[config.mk]
export PLATFORM = sky130hd
export DESIGN_NAME = rst_cause_flags
export DESIGN_NICKNAME = d
export VERILOG_FILES = /design/src/rtl/rcf_pkg.sv /design/src/rtl/rcf_ctrl.sv /design/src/rtl/rcf_flags.sv /design/src/rtl/rst_cause_flags.sv
export SDC_FILE = /design/constraint.sdc
export NUM_CORES = 1
export LEC_CHECK = 0
export ABC_CLOCK_PERIOD_IN_PS = 2200
export BUFFER_PORTS_ARGS = -buffer_cell sky130_fd_sc_hd__buf_4
export CAP_MARGIN = 20
export CELL_PAD_IN_SITES_DETAIL_PLACEMENT = 1
export CELL_PAD_IN_SITES_GLOBAL_PLACEMENT = 1
export CORE_MARGIN = 5
export CORE_UTILIZATION = 22
export CTS_CLUSTER_SIZE = 16
export DETAILED_ROUTE_END_ITERATION = 6
export GPL_TIMING_DRIVEN = 0
export HOLD_SLACK_MARGIN = 0.02
export PLACE_DENSITY = 0.73
export SLEW_MARGIN = 5
export SYNTH_ARGS = -nofsm -noshare
export SYNTH_HDL_FRONTEND = slang
export SYNTH_SLANG_ARGS = --single-unit
[constraint.sdc]
create_clock -name clk -period 2.2 [get_ports clk]
set_clock_uncertainty 0.2 [all_clocks]
set_input_delay 0.66 -clock clk [delete_from_list [all_inputs] [get_ports clk]]
set_output_delay 0.66 -clock clk [all_outputs]
set_load 0.03 [all_outputs]
[src/rtl/rcf_pkg.sv]
package rcf_pkg;

  localparam int FLAG_W = 5;

  // Flag positions; software decodes these, so they are fixed.
  localparam int IDX_POR = 0;
  localparam int IDX_EXT = 1;
  localparam int IDX_BOR = 2;
  localparam int IDX_WDT = 3;
  localparam int IDX_DBG = 4;

  typedef struct packed {
    logic              por;   // power-on event this cycle
    logic [FLAG_W-1:0] set;   // per-flag set request
    logic [FLAG_W-1:0] clr;   // per-flag software clear
  } rcf_strobe_t;

endpackage

[src/rtl/rcf_ctrl.sv]
module rcf_ctrl
  import rcf_pkg::*;
#(
  parameter int ADDR_W = 4,
  parameter int DATA_W = 8,
  parameter logic [ADDR_W-1:0] REG_ADDR = '0
) (
  input  logic              clk,
  input  logic              rstN,
  input  logic [FLAG_W-1:0] evtVec,
  input  logic [ADDR_W-1:0] busAddr,
  input  logic              busWrEn,
  input  logic [DATA_W-1:0] busWrData,
  output logic              regHit,
  output rcf_strobe_t       strb
);

  logic wrHit;

  always_comb begin
    regHit   = (busAddr == REG_ADDR);
    wrHit    = busWrEn && regHit;
    strb.por = evtVec[IDX_POR];
    strb.set = evtVec;
    strb.clr = wrHit ? ~busWrData[FLAG_W-1:0] : '0;
  end

  // A write aimed at another address must not produce any clear.
  assert_foreign_write_inert_R9 : assert property (
    @(posedge clk) disable iff (!rstN)
    (busWrEn && busAddr != REG_ADDR) |-> (strb.clr == '0)
  );

  // Writing all ones to the register requests no clear at all.
  assert_ones_write_no_clear_R4 : assert property (
    @(posedge clk) disable iff (!rstN)
    (busWrEn && regHit && (&busWrData[FLAG_W-1:0])) |-> (strb.clr == '0)
  );

endmodule

[src/rtl/rcf_flags.sv]
module rcf_flags
  import rcf_pkg::*;
(
  input  logic              clk,
  input  logic              rstN,
  input  rcf_strobe_t       strb,
  output logic [FLAG_W-1:0] flagQ
);

  logic [FLAG_W-1:0] flagD;

  for (genvar k = 0; k < FLAG_W; k++) begin : g_flag
    if (k == IDX_POR) begin : g_por
      // Power-on flag: only software clears it, its own event sets it.
      always_comb flagD[k] = strb.set[k] | (flagQ[k] & ~strb.clr[k]);
    end else begin : g_other
      // Other flags: wiped by power-on, otherwise set wins over clear.
      always_comb flagD[k] = strb.por ? 1'b0
                                      : (strb.set[k] | (flagQ[k] & ~strb.clr[k]));
    end
  end

  always_ff @(posedge clk or negedge rstN) begin
    if (!rstN) flagQ <= '0;
    else       flagQ <= flagD;
  end

  assert_por_override_R5 : assert property (
    @(posedge clk) disable iff (!rstN)
    strb.por |=> (flagQ == FLAG_W'(1))
  );

  assert_event_sets_R2 : assert property (
    @(posedge clk) disable iff (!rstN)
    (!strb.por && (|strb.set)) |=> ((flagQ & $past(strb.set)) == $past(strb.set))
  );

  assert_set_beats_clear_R7 : assert property (
    @(posedge clk) disable iff (!rstN)
    (!strb.por && (|(strb.set & strb.clr))) |=>
      ((flagQ & $past(strb.set & strb.clr)) == $past(strb.set & strb.clr))
  );

  assert_por_flag_sticky_R6 : assert property (
    @(posedge clk) disable iff (!rstN)
    (!strb.clr[IDX_POR] && flagQ[IDX_POR]) |=> flagQ[IDX_POR]
  );

  assert_no_clear_no_drop_R4 : assert property (
    @(posedge clk) disable iff (!rstN)
    (!strb.por && strb.clr == '0) |=> ((flagQ & $past(flagQ)) == $past(flagQ))
  );

endmodule

[src/rtl/rst_cause_flags.sv]
module rst_cause_flags
  import rcf_pkg::*;
#(
  parameter int ADDR_W = 4,
  parameter int DATA_W = 8,
  parameter logic [ADDR_W-1:0] REG_ADDR = '0
) (
  input  logic              clk,
  input  logic              rstN,
  input  logic              porEvt,
  input  logic              extEvt,
  input  logic              borEvt,
  input  logic              wdtEvt,
  input  logic              dbgEvt,
  input  logic [ADDR_W-1:0] busAddr,
  input  logic              busWrEn,
  input  logic [DATA_W-1:0] busWrData,
  output logic [DATA_W-1:0] busRdData
);

  localparam int PAD_W = DATA_W - FLAG_W;

  logic [FLAG_W-1:0] evtVec;
  logic [FLAG_W-1:0] flagQ;
  logic              regHit;
  rcf_strobe_t       strb;

  always_comb begin
    evtVec          = '0;
    evtVec[IDX_POR] = porEvt;
    evtVec[IDX_EXT] = extEvt;
    evtVec[IDX_BOR] = borEvt;
    evtVec[IDX_WDT] = wdtEvt;
    evtVec[IDX_DBG] = dbgEvt;
  end

  rcf_ctrl #(
    .ADDR_W  (ADDR_W),
    .DATA_W  (DATA_W),
    .REG_ADDR(REG_ADDR)
  ) i_ctrl (
    .clk      (clk),
    .rstN     (rstN),
    .evtVec   (evtVec),
    .busAddr  (busAddr),
    .busWrEn  (busWrEn),
    .busWrData(busWrData),
    .regHit   (regHit),
    .strb     (strb)
  );

  rcf_flags i_flags (
    .clk  (clk),
    .rstN (rstN),
    .strb (strb),
    .flagQ(flagQ)
  );

  if (PAD_W > 0) begin : g_pad
    assign busRdData = regHit ? {{PAD_W{1'b0}}, flagQ} : '0;
  end else begin : g_nopad
    assign busRdData = regHit ? flagQ[DATA_W-1:0] : '0;
  end

  assert_upper_bits_zero_R8 : assert property (
    @(posedge clk) disable iff (!rstN)
    (busRdData >> FLAG_W) == '0
  );

  assert_other_addr_reads_zero_R9 : assert property (
    @(posedge clk) disable iff (!rstN)
    (busAddr != REG_ADDR) |-> (busRdData == '0)
  );

endmodule

* Word-level counts from Yosys, hierarchy flattened *
Cells that the tools add are included.

word-level totals
  bits in latches = 0
  ROM bits = 0
  bits in writable memories = 0
  register bits after elaboration = 5
  memories = 0
  logic and storage cells = 25

operators by class
  mux-type cells = 6
  shift-type cells = 0
  $add $sub $neg = 0
  div/mod/pow operators = 0
  equal/unequal tests = 0
  bitwise operators = 16
  $mul = 0
  $lt $le $gt $ge = 0
  reduce and logical (&&, ||, !) cells = 2

operator list
  operator             count
  $mux W5              2
  $and A1 B1 Y1        5
  $not A1 Y1           5
  $not A5 Y5           1
  $or A1 B1 Y1         5
  $logic_not A4 Y1     1
  $mux W1              4
  $logic_and A1 B1 Y1  1

* Logic depth before layout (Yosys ltp) *
  word-level depth = 7
  gate-level depth with buffers = 2
  gate-level depth less buffers = 2

* By module *
Synthesis repeated with hierarchy kept, for this count alone.

unflattened totals
  cells, all modules = 42
  area, all modules = 387.9 µm²

by module, submodules not included
  module           times used  sequential area each (µm²)  cells an instance  area an instance (µm²)
  rcf_flags        1           125.1                       19                 196.4
  rcf_ctrl         1           0.0                         14                 133.9
  rst_cause_flags  1           0.0                         9                  57.6

* Worst setup path before layout *
No wires, ideal clock.

  path kind = input to output
  start point = input port busAddr[3]
  end point = output port busRdData[0]
  required time = 1.340 ns
  arrival = 1.413 ns
  stages on the path = 2
  path slack = -0.073 ns
  path through = nor4_4 and2_1

on the way
  word-level cells in the longest chain between the ends = 2

RTL lines
  element           line                   text
  start, declared   rst_cause_flags.sv:15  input logic [ADDR_W-1:0] busAddr,
  $logic_not A4 Y1  rcf_ctrl.sv:21         regHit = (busAddr == REG_ADDR);
  $mux W5           rst_cause_flags.sv:60  assign busRdData = regHit ? {{PAD_W{1'b0}}, flagQ} : '0;
  end, declared     rst_cause_flags.sv:18  output logic [DATA_W-1:0] busRdData

Every way passes these cells.

* Worst setup path in the final report *
  start point = input port busAddr[0]
  end point = output port busRdData[3]

The elaborated chain is that of the path after synthesis.

==> flow_metrics.py <==
metrics = {
    "drt": {
        "drt_iter0_markers": 3,
        "vias": 321,
        "drcViolationCount": 0,
        "wl_per_cell_um": 12.16,
        "final_antenna_net_count": 0,
        "drt_first_pass_iters": 4,
        "viasPerCell": 4.280,
        "routed_wl_um": 912,
    },
    "min_path": {
        "min_to": "i_flags.flagQ[0]",
        "holdCritPathClass": "register to register",
        "hold-path-cell-count": 2,
        "worstHoldStart": "i_flags.flagQ[0]",
    },
    "floorplanning": {
        "fp.dieArea_sq_mm": 0.002175,
        "die_x_um": 46.64,
        "num_rows": 13,
        "die_h_um": 46.64,
        "start_util": 0.2298,
        "num_io_pins": 28,
        "core_area_sq_mm": 0.001285,
    },
    "sta": {
        "rsz0062_at_grt": "yes",
        "min_period_ps": 2304,
        "hold_violations": 0,
        "fin_ws_ps": -103.9,
        "fin_crit_sh": 1.047,
        "drv_slew": 0,
        "finalSetupViolations": 5,
        "fmax_mhz": 434.0,
        "whs_ps": 336.4,
        "tns_ps": -507.2,
    },
    "placement": {
        "portBuffers": 21,
        "gp_congestion": 0.6346,
        "place_inst": 68,
        "place_area_sq_um": 485.5,
        "dp_slack_ps": -355.0,
    },
    "worst_setup_path": {
        "r2r_cells": 2,
        "reg2reg_slack_ps": 1300,
        "cp.required_ps": 1340,
        "critPathLaunch": "busAddr[0]",
        "r2r-end": "i_flags.flagQ[2]",
        "worstPathCellList": "buf_6, nor4_4, buf_6, and2_4, buf_6",
        "worstPathArrival_ps": 1440,
        "critPathMostFrequentCell": "buf_6",
        "cp-end-kind": "output pin",
        "start_kind": "primary input",
        "criticalPathCategory": "primary input to output pin",
        "critPathMaxFanout": 8,
        "path_delay_family": "simple AND/OR/NAND/NOR gates",
        "max_stage_delay_ps": 270,
        "critPathSlowestCell": "nor4_4",
        "regToRegStartpoint": "i_flags.flagQ[2]",
        "path_buf_inv": 3,
    },
    "cts": {
        "cts.sink_count": 5,
        "clock_path_buffers": 2,
        "path_clk_slew_ps": 50,
        "tritoncts": "built",
        "cts_buffers": 3,
        "h-tree-depth": 1,
        "cts_root_buf": "clkbuf_4",
        "clock_latency_ps": 240,
    },
    "final_layout": {
        "largest_register_ffs": 5,
        "antenna_cells": 0,
        "final_cell_mix": "18 x buf_4, 8 x buf_6",
        "top_regs": "i_flags.flagQ x5",
        "final_common_cell": "buf_4",
        "area_growth_pct": 94.07,
        "top_register": "i_flags.flagQ",
        "drive_above_1_share": 0.5833,
        "fin_util": 0.4460,
        "fin_nets": 81,
        "fin_area_sq_um": 573.1,
        "layout.cells.non_filler": 75,
    },
    "synthesis": {
        "syn_area_sq_um": 295.3,
        "synthSimpleGateAreaFrac": 0.3686,
        "synth_cells": 30,
        "synth_adder_area_share": 0,
        "ys_ff_latch": 5,
        "synth_warnings": 0,
        "yosysSeqAreaShare": 0.4237,
        "syn_avg_cell_area_sq_um": 9.843,
        "synth_top_family_by_area": "simple AND/OR/NAND/NOR gates",
        "synthXorXnorAreaFrac": 0,
        "synth.mux.area_fraction": 0,
        "synth-compound-area-share": 0.1186,
        "synth_cell_type_count": 9,
    },
    "global_route": {
        "grt_pass1_wl_mm": 1.366,
        "overflow": 0,
        "grt_pass1_vias": 350,
        "grt_max_degree": 9,
        "antenna_found_initial": 0,
        "grtUsageTotal": 0.09723,
    },
    "power_and_ir_drop": {
        "power_density_mw_per_mm2": 472.2,
        "ir_drop_uv": 164.3,
        "power.total_mw": 0.2706,
        "power_leakage_nw": 0.2722,
    },
    "status": {
        "status": "complete, but fails checks",
        "violations": "setup timing",
    },
    "flow_run": {
        "maxCapViolations": 0,
    },
}
==> how the worst max path moves through the flow <==
stage / end / slack (ps) / cells past startpoint
after floorplan: busRdData[0] / -20 / 2
after global placement: busRdData[2] / -340 / 4
after detailed placement: busRdData[3] / -360 / 4
after CTS: busRdData[3] / -110 / 5
after global routing: busRdData[4] / -160 / 5
final: busRdData[3] / -100 / 5
==> power breakdown <==
part / total, mW / switching, mW / leakage [nW] / internal [mW]
sequential: 0.101 / 0.00324 / 0.0589 / 0.0977
combinational: 0.0637 / 0.0275 / 0.198 / 0.0362
clock: 0.106 / 0.0374 / 0.0150 / 0.0686
total: 0.271 / 0.0681 / 0.272 / 0.202
==> synthesized netlist by cell type <==
cell type	instances	area (sq um)
a211oi_1	4	30.03
a21oi_1	1	5.000
and2_1	5	31.28
buf_4	3	22.52
conb_1	1	3.750
dfrtp_1	5	125.1
nor2_1	5	18.77
nor3b_1	5	37.54
nor4_4	1	21.27
==> worst min-delay path: stages, from the launching register on <==
cell and delay (ps):
dfrtp_1 330, nor2_1 50, a21oi_1 110
==> cell families (layout without fill, tap and decap cells) <==
kind of cell,Yosys count,in the layout
AO/OA/AOI/OAI,5,5
flip-flops,5,5
AND/OR/NAND/NOR,16,16
other,1,3
buffers and inverters,3,31
==> routing by layer <==
metal / part of all wire / track usage
met1: 0.37 / 0.1026
met2: 0.55 / 0.1593
met3: 0.078 / 0.01172
met4: 0 / 0.09945
met5: 0 / 0
==> layout make-up <==
cell class | count | area [sq um]
Clock buffer | 4 | 26.28
Multi-Input combinational cell | 24 | 167.7
Timing Repair Buffer | 24 | 212.7
Buffer | 3 | 22.52
Sequential cell | 5 | 125.1
Fill cell | 152 | 711.9
Tap cell | 15 | 18.77
==> timing repair <==
action / in CTS / in global routing
hold buffers: 1 / 0
pin swaps: 6 / 0
endpoints found under the hold margin: 5 / 0
gates resized for setup: 12 / 1
buffers inserted: 2 / 0
cloned: 0 / 0
setup endpoints to repair: 5 / 5
Power figures use the tool's default switching activity.
